`config.mk`:
```
export PLATFORM = sky130hd
export DESIGN_NAME = gpio_irq_bank
export DESIGN_NICKNAME = d
export VERILOG_FILES = /design/src/rtl/gpio_irq_pkg.sv /design/src/rtl/gpio_irq_sync.sv /design/src/rtl/gpio_irq_decode.sv /design/src/rtl/gpio_irq_pin.sv /design/src/rtl/gpio_irq_bank.sv
export SDC_FILE = /design/constraint.sdc
export NUM_CORES = 1
export LEC_CHECK = 0
export BUFFER_PORTS_ARGS = -buffer_cell sky130_fd_sc_hd__buf_2
export CORE_UTILIZATION = 30
export DETAILED_ROUTE_END_ITERATION = 10
export GPL_ROUTABILITY_DRIVEN = 0
export GPL_TIMING_DRIVEN = 1
export PLACE_DENSITY = 0.45
export SYNTH_ARGS = -nofsm -noshare
export SYNTH_HDL_FRONTEND = slang
export SYNTH_HIERARCHICAL = 1
export SYNTH_SLANG_ARGS = --single-unit
```
`constraint.sdc`:
```
create_clock -name clk_i -period 3.1 [get_ports clk_i]
set_clock_uncertainty 0.2 [all_clocks]
set_input_delay 0.155 -clock clk_i [delete_from_list [all_inputs] [get_ports clk_i]]
set_output_delay 0.155 -clock clk_i [all_outputs]
set_load 0.1 [all_outputs]
```
`src/rtl/gpio_irq_pkg.sv`:
```
package gpio_irq_pkg;
  typedef enum logic [1:0] {
    ALIAS_PLAIN = 2'b00,
    ALIAS_XOR   = 2'b01,
    ALIAS_SET   = 2'b10,
    ALIAS_CLR   = 2'b11
  } alias_e;

  typedef enum logic [1:0] {
    RD_NONE,
    RD_CTRL,
    RD_EN,
    RD_STAT
  } rd_sel_e;

  localparam int          MODE_LSB    = 20;
  localparam int          MODE_W      = 4;
  localparam int          ACK_BIT     = 28;
  localparam int          CTRL_BASE   = 'h004;
  localparam int          CTRL_STRIDE = 8;
  localparam logic [11:0] EN_OFS      = 12'h11C;
  localparam logic [11:0] STAT_OFS    = 12'h124;

  // mode bit positions
  localparam int MB_FALL = 0;
  localparam int MB_RISE = 1;
  localparam int MB_LOW  = 2;
  localparam int MB_HIGH = 3;
endpackage

```
`src/rtl/gpio_irq_sync.sv`:
```
module gpio_irq_sync #(
  parameter int W = 28
) (
  input  logic         clk_i,
  input  logic         rst_ni,
  input  logic [W-1:0] raw_i,
  output logic [W-1:0] lvl_o,
  output logic [W-1:0] rise_o,
  output logic [W-1:0] fall_o
);
  logic [W-1:0] s1_q, s2_q, prev_q;

  always_ff @(posedge clk_i or negedge rst_ni) begin
    if (!rst_ni) begin
      s1_q   <= '0;
      s2_q   <= '0;
      prev_q <= '0;
    end else begin
      s1_q   <= raw_i;
      s2_q   <= s1_q;
      prev_q <= s2_q;
    end
  end

  assign lvl_o  = s2_q;
  assign rise_o = s2_q & ~prev_q;
  assign fall_o = ~s2_q & prev_q;
endmodule

```
`src/rtl/gpio_irq_decode.sv`:
```
module gpio_irq_decode
  import gpio_irq_pkg::*;
#(
  parameter int NP     = 28,
  parameter int AW     = 14,
  parameter int PIN_IW = (NP > 1) ? $clog2(NP) : 1
) (
  input  logic                 req_i,
  input  logic                 we_i,
  input  logic [AW-1:0]        addr_i,
  input  logic [31:0]          wdata_i,
  output logic [NP-1:0][3:0]   mode_set_o,
  output logic [NP-1:0][3:0]   mode_clr_o,
  output logic [NP-1:0]        ack_o,
  output logic [NP-1:0]        en_set_o,
  output logic [NP-1:0]        en_clr_o,
  output rd_sel_e              rd_sel_o,
  output logic [PIN_IW-1:0]    rd_pin_o
);
  logic [11:0] ofs;
  alias_e      ali;
  logic        wr;
  logic        unused_bits;

  assign ofs = addr_i[11:0];
  assign ali = alias_e'(addr_i[13:12]);
  assign wr  = req_i & we_i;
  assign unused_bits = ^addr_i ^ ^wdata_i;

  always_comb begin
    mode_set_o = '0;
    mode_clr_o = '0;
    ack_o      = '0;
    en_set_o   = '0;
    en_clr_o   = '0;
    rd_sel_o   = RD_NONE;
    rd_pin_o   = '0;
    for (int p = 0; p < NP; p++) begin
      if (ofs == 12'(CTRL_BASE + p * CTRL_STRIDE)) begin
        rd_sel_o = RD_CTRL;
        rd_pin_o = PIN_IW'(p);
        if (wr && ali == ALIAS_SET) begin
          mode_set_o[p] = wdata_i[MODE_LSB +: MODE_W];
          ack_o[p]      = wdata_i[ACK_BIT];
        end
        if (wr && ali == ALIAS_CLR) mode_clr_o[p] = wdata_i[MODE_LSB +: MODE_W];
      end
    end
    if (ofs == EN_OFS) begin
      rd_sel_o = RD_EN;
      if (wr && ali == ALIAS_SET) en_set_o = wdata_i[NP-1:0];
      if (wr && ali == ALIAS_CLR) en_clr_o = wdata_i[NP-1:0];
    end
    if (ofs == STAT_OFS) rd_sel_o = RD_STAT;
  end
endmodule

```
`src/rtl/gpio_irq_pin.sv`:
```
module gpio_irq_pin
  import gpio_irq_pkg::*;
(
  input  logic       clk_i,
  input  logic       rst_ni,
  input  logic [3:0] mode_set_i,
  input  logic [3:0] mode_clr_i,
  input  logic       en_set_i,
  input  logic       en_clr_i,
  input  logic       ack_i,
  input  logic       lvl_i,
  input  logic       rise_i,
  input  logic       fall_i,
  output logic [3:0] mode_o,
  output logic       en_o,
  output logic       latch_o,
  output logic       status_o
);
  logic [3:0] mode_q;
  logic       en_q, latch_q;
  logic       edge_hit, lvl_hit;

  assign edge_hit = (rise_i & mode_q[MB_RISE]) | (fall_i & mode_q[MB_FALL]);
  assign lvl_hit  = (lvl_i & mode_q[MB_HIGH]) | (~lvl_i & mode_q[MB_LOW]);

  always_ff @(posedge clk_i or negedge rst_ni) begin
    if (!rst_ni) begin
      mode_q  <= '0;
      en_q    <= 1'b0;
      latch_q <= 1'b0;
    end else begin
      mode_q  <= (mode_q | mode_set_i) & ~mode_clr_i;
      en_q    <= (en_q | en_set_i) & ~en_clr_i;
      // a fresh edge beats a simultaneous clear
      latch_q <= edge_hit | (latch_q & ~ack_i);
    end
  end

  assign mode_o   = mode_q;
  assign en_o     = en_q;
  assign latch_o  = latch_q;
  assign status_o = (latch_q | lvl_hit) & en_q;
endmodule

```
`src/rtl/gpio_irq_bank.sv`:
```
module gpio_irq_bank
  import gpio_irq_pkg::*;
#(
  parameter int NUM_PINS = 28,
  parameter int ADDR_W   = 14
) (
  input  logic                clk_i,
  input  logic                rst_ni,
  input  logic [NUM_PINS-1:0] pins_i,
  input  logic                req_i,
  input  logic                we_i,
  input  logic [ADDR_W-1:0]   addr_i,
  input  logic [31:0]         wdata_i,
  output logic [31:0]         rdata_o,
  output logic                irq_o
);
  localparam int PIN_IW = (NUM_PINS > 1) ? $clog2(NUM_PINS) : 1;

  logic [NUM_PINS-1:0]      lvl, rise, fall;
  logic [NUM_PINS-1:0][3:0] mode_set, mode_clr, mode_q;
  logic [NUM_PINS-1:0]      ack, en_set, en_clr, en_q, latch_q, status;
  rd_sel_e                  rd_sel;
  logic [PIN_IW-1:0]        rd_pin;

  gpio_irq_sync #(.W(NUM_PINS)) i_sync (
    .clk_i  (clk_i),
    .rst_ni (rst_ni),
    .raw_i  (pins_i),
    .lvl_o  (lvl),
    .rise_o (rise),
    .fall_o (fall)
  );

  gpio_irq_decode #(.NP(NUM_PINS), .AW(ADDR_W), .PIN_IW(PIN_IW)) i_decode (
    .req_i      (req_i),
    .we_i       (we_i),
    .addr_i     (addr_i),
    .wdata_i    (wdata_i),
    .mode_set_o (mode_set),
    .mode_clr_o (mode_clr),
    .ack_o      (ack),
    .en_set_o   (en_set),
    .en_clr_o   (en_clr),
    .rd_sel_o   (rd_sel),
    .rd_pin_o   (rd_pin)
  );

  for (genvar p = 0; p < NUM_PINS; p++) begin : g_pin
    gpio_irq_pin i_pin (
      .clk_i      (clk_i),
      .rst_ni     (rst_ni),
      .mode_set_i (mode_set[p]),
      .mode_clr_i (mode_clr[p]),
      .en_set_i   (en_set[p]),
      .en_clr_i   (en_clr[p]),
      .ack_i      (ack[p]),
      .lvl_i      (lvl[p]),
      .rise_i     (rise[p]),
      .fall_i     (fall[p]),
      .mode_o     (mode_q[p]),
      .en_o       (en_q[p]),
      .latch_o    (latch_q[p]),
      .status_o   (status[p])
    );
  end

  always_comb begin
    rdata_o = '0;
    unique case (rd_sel)
      RD_CTRL: rdata_o[MODE_LSB +: MODE_W] = mode_q[rd_pin];
      RD_EN:   rdata_o[NUM_PINS-1:0] = en_q;
      RD_STAT: rdata_o[NUM_PINS-1:0] = status;
      default: rdata_o = '0;
    endcase
  end

  assign irq_o = |status;
endmodule

```
==> impl_metrics.csv <==
group,metric,value,unit
status,outcome,"completed",
floorplanning,die-width,207,um
global_route,grt_max_degree,66,
timing,setup_viol,0,
synth,synth_xor_area_share,0,%
timing,worst_pin_slew,0.879,ns
synth,ys_warn_count,6,
synth,synth_top_family_by_area,"simple AND/OR/NAND/NOR gates",
timing,hold_viol,0,
clocking,path_clk_slew,0.05,ns
setup_path,cpMostUsedCell,"buf_4",
clocking,cts_tree,"built",
synth,synth.most_common_cell,"nor2_1",
timing,fin_crit_sh,98.1,%
global_route,grt_remaining_overflow,0,
setup_path,crit_path_top_delay_cell,"mux4_2",
setup_path,worstPathRequired,2.74,ns
detailed_routing,route.detailed.wl_per_inst,18.7,um
setup_path,r2r-start,"i_sync/lvl_o[5]",
pwr,p_per_area,443,mW/mm^2
synth,async_flop_share,100,%
floorplanning,start_util,30.6,%
pwr,leakage,6.71,nW
floorplanning,io_pins,111,
timing,post-route-min-period,3.04,ns
place,dp.cells,2004,
timing,totalNegativeSetupSlack,0,ns
setup_path,crit_fanout,14,
clocking,insertion_delay,0.57,ns
setup_path,rr_worst_depth,3,
cells_and_area,final_area,0.0160,sq mm
detailed_routing,viasPerCell,4.84,
pwr,irDropWorstVdd,423,uV
cells_and_area,fill_cells,4044,
synth,synth_compound_area_share,6.03,%
place,hpwl,26900,um
detailed_routing,route.detailed.drc,0,
setup_path,worst-setup-path-type,"in -> out",
synth,netlist.area_leader.share,49.9,%
global_route,antenna_found_initial,4,
timing,max_freq,329,MHz
cells_and_area,multi_input_area,0.00599,sq mm
synth,synth_edf_count,0,
setup_path,cp.arrival,2.69,ns
synth,synthAdderAreaFrac,0,%
synth,yosysSeqAreaShare,49.9,%
synth,synth_seq_cells,252,
global_route,grt_pass1_vias,10100,
setup_path,r2r_setup_slack,1.71,ns
synth,ys_types,52,
setup_path,crit_path_end,"rdata_o[20]",
min_path,hold_path.class,"in -> reg",
setup_path,cp_cell_sequence,"buf_2 -> nor4_4 -> buf_4 -> and2_4 -> and3_1 -> buf_6 -> mux2i_1 -> mux4_2 -> a222oi_1 -> buf_4 -> buf_12",
synth,avgSynthCellArea,9.11,sq um
cells_and_area,final-seq-area,0.00631,sq mm
detailed_routing,vias,10200,
cells_and_area,area_growth,26.9,%
clocking,cts-buffers-inserted,31,
synth,muxShareOfSynthArea,9.71,%
cells_and_area,stdcell_count,2116,
synth,synthSimpleGateAreaFrac,30.1,%
synth,syn_inst,1386,
cells_and_area,drive_gt1_share,21.2,%
clocking,cts.sinks,252,
timing,drv_slew,0,
synth,synthFlopType,"dfrtp_1",
synth,synth_top_area_cell,"dfrtp_1",
clocking,clockBufferDepth,3,
place,place_area,0.0144,sq mm
timing,rsz0062_at_grt,"yes",
synth,synth_top_cells_by_count,"nor2_1, dfrtp_1, mux2i_1",
floorplanning,die_y,207,um
setup_path,regToRegEndpoint,"g_pin[5].i_pin/latch_o",
floorplanning,row_count,74,
timing,relSlewSlack,41.2,%
place,port_buffers,103,
cells_and_area,post-route-util,38.9,%
floorplanning,core_region_area,0.0412,sq mm
job,maxCapViolations,0,
setup_path,slowest_delay,0.54,ns
global_route,grt_use_total,18.6,%
setup_path,endpoint_kind,"primary output",
global_route,grt_pass1_wl,61500,um
detailed_routing,drt_iter0_drc,753,
place,dp_worst_setup_slack,-0.0335,ns
detailed_routing,wl,39700,um
clocking,htreeDepth,1,
floorplanning,die_area,0.0429,sq mm
setup_path,crit_path_start_kind,"input port",
synth,yosys-top-cells-area,"dfrtp_1, nor2_1, mux2i_1",
cells_and_area,nNetsFinal,1644,
detailed_routing,firstDrtPassIters,5,
synth,syn_area,0.0126,sq mm
detailed_routing,ant_nets,0,
clocking,cts_root_buffer,"clkbuf_16",
timing,worst_slack,0.0594,ns
setup_path,crit_start,"addr_i[8]",
clocking,postCtsSetupRepairBufs,0,
-- kinds of logic (layout without fill, tap and decap cells) --
logic type / count (synthesis) / in the layout
simple gates: 810 / 810
compound gates: 112 / 112
mux: 112 / 112
buf+inv: 99 / 293
other cells: 1 / 5
flops: 252 / 252
-- layout make-up --
cell class,instances,share of cell area (%)
repair buffers,214,12.7
clock inverters,7,0.250
flip-flops and latches,252,39.4
well taps,532,4.16
diodes,1,0.0156
inverters,29,0.680
clock buffers,43,5.44
multi-input cells,1038,37.4
-- per-stage QoR --
step	power, mW	hold WS, ns
after floorplan	3.57	-0.341
after global placement	3.76	-0.0275
after detailed placement	3.76	-0.0364
after CTS	7.21	0.00238
after global routing	7.36	0.0282
final	7.09	0.0284
-- worst min-delay path by stage --
stage | from | depth (start not counted) | endpoint
after global routing | pins_i[22] | 2 | i_sync/s1_q[22]
after floorplan | rst_ni | 0 | g_pin[0].i_pin/en_o
after detailed placement | rst_ni | 1 | i_sync/s1_q[22]
after CTS | pins_i[4] | 2 | i_sync/s1_q[4]
after global placement | rst_ni | 1 | i_sync/s1_q[22]
final | pins_i[2] | 2 | i_sync/s1_q[2]
-- placed cells by master, fill, tap and decap left out, drive strengths merged, types with 8 or more instances in the layout --
cell,netlist,routed
nor2,592,592
dfrtp,252,252
buf,39,154
mux2i,100,100
dlygate4sd3,0,60
and2b,56,56
clkbuf,31,43
nand2,42,42
nand3,35,35
a22oi,32,32
o21ai,32,32
nor2b,32,32
inv,29,29
a21boi,28,28
nor4,9,9
mux4,8,8
-- routing by layer --
layer  routed length [um]  vias to the layer above  global-route usage (%)
met5                   33                        -                       0
met3                 1880                       56                    2.93
met4                  857                        6                    4.32
li1                     -                     4902                       -
met1                19000                     5019                    26.7
met2                17900                      261                    29.3
-- where the power goes --
group	switching (mW)	internal [mW]	total (mW)
registers	0.0389	3.35	3.39
logic	0.207	0.167	0.374
clock network	1.40	1.92	3.33
-- critical path, delay by kind of cell --
family / cells / cell delay [ns]
buf+inv: 5 / 0.92
mux: 2 / 0.67
compound gates: 1 / 0.31
simple gates: 3 / 0.62
-- state kept, by name, summed over array words and instances, names as in the netlist --
name                 flops
g_pin.i_pin/mode_o     112
g_pin.i_pin/en_o        28
g_pin.i_pin/latch_o     28
i_sync/lvl_o            28
i_sync/prev_q           28
i_sync/s1_q             28
-- what timing repair did --
action	CTS	global route
resized for setup	5	15
pin swaps	0	2
endpoints found under the hold margin	308	0
hold buffers	61	0
endpoints found under the setup margin	4	5
Note: power is estimated with default switching activity, not from simulation.
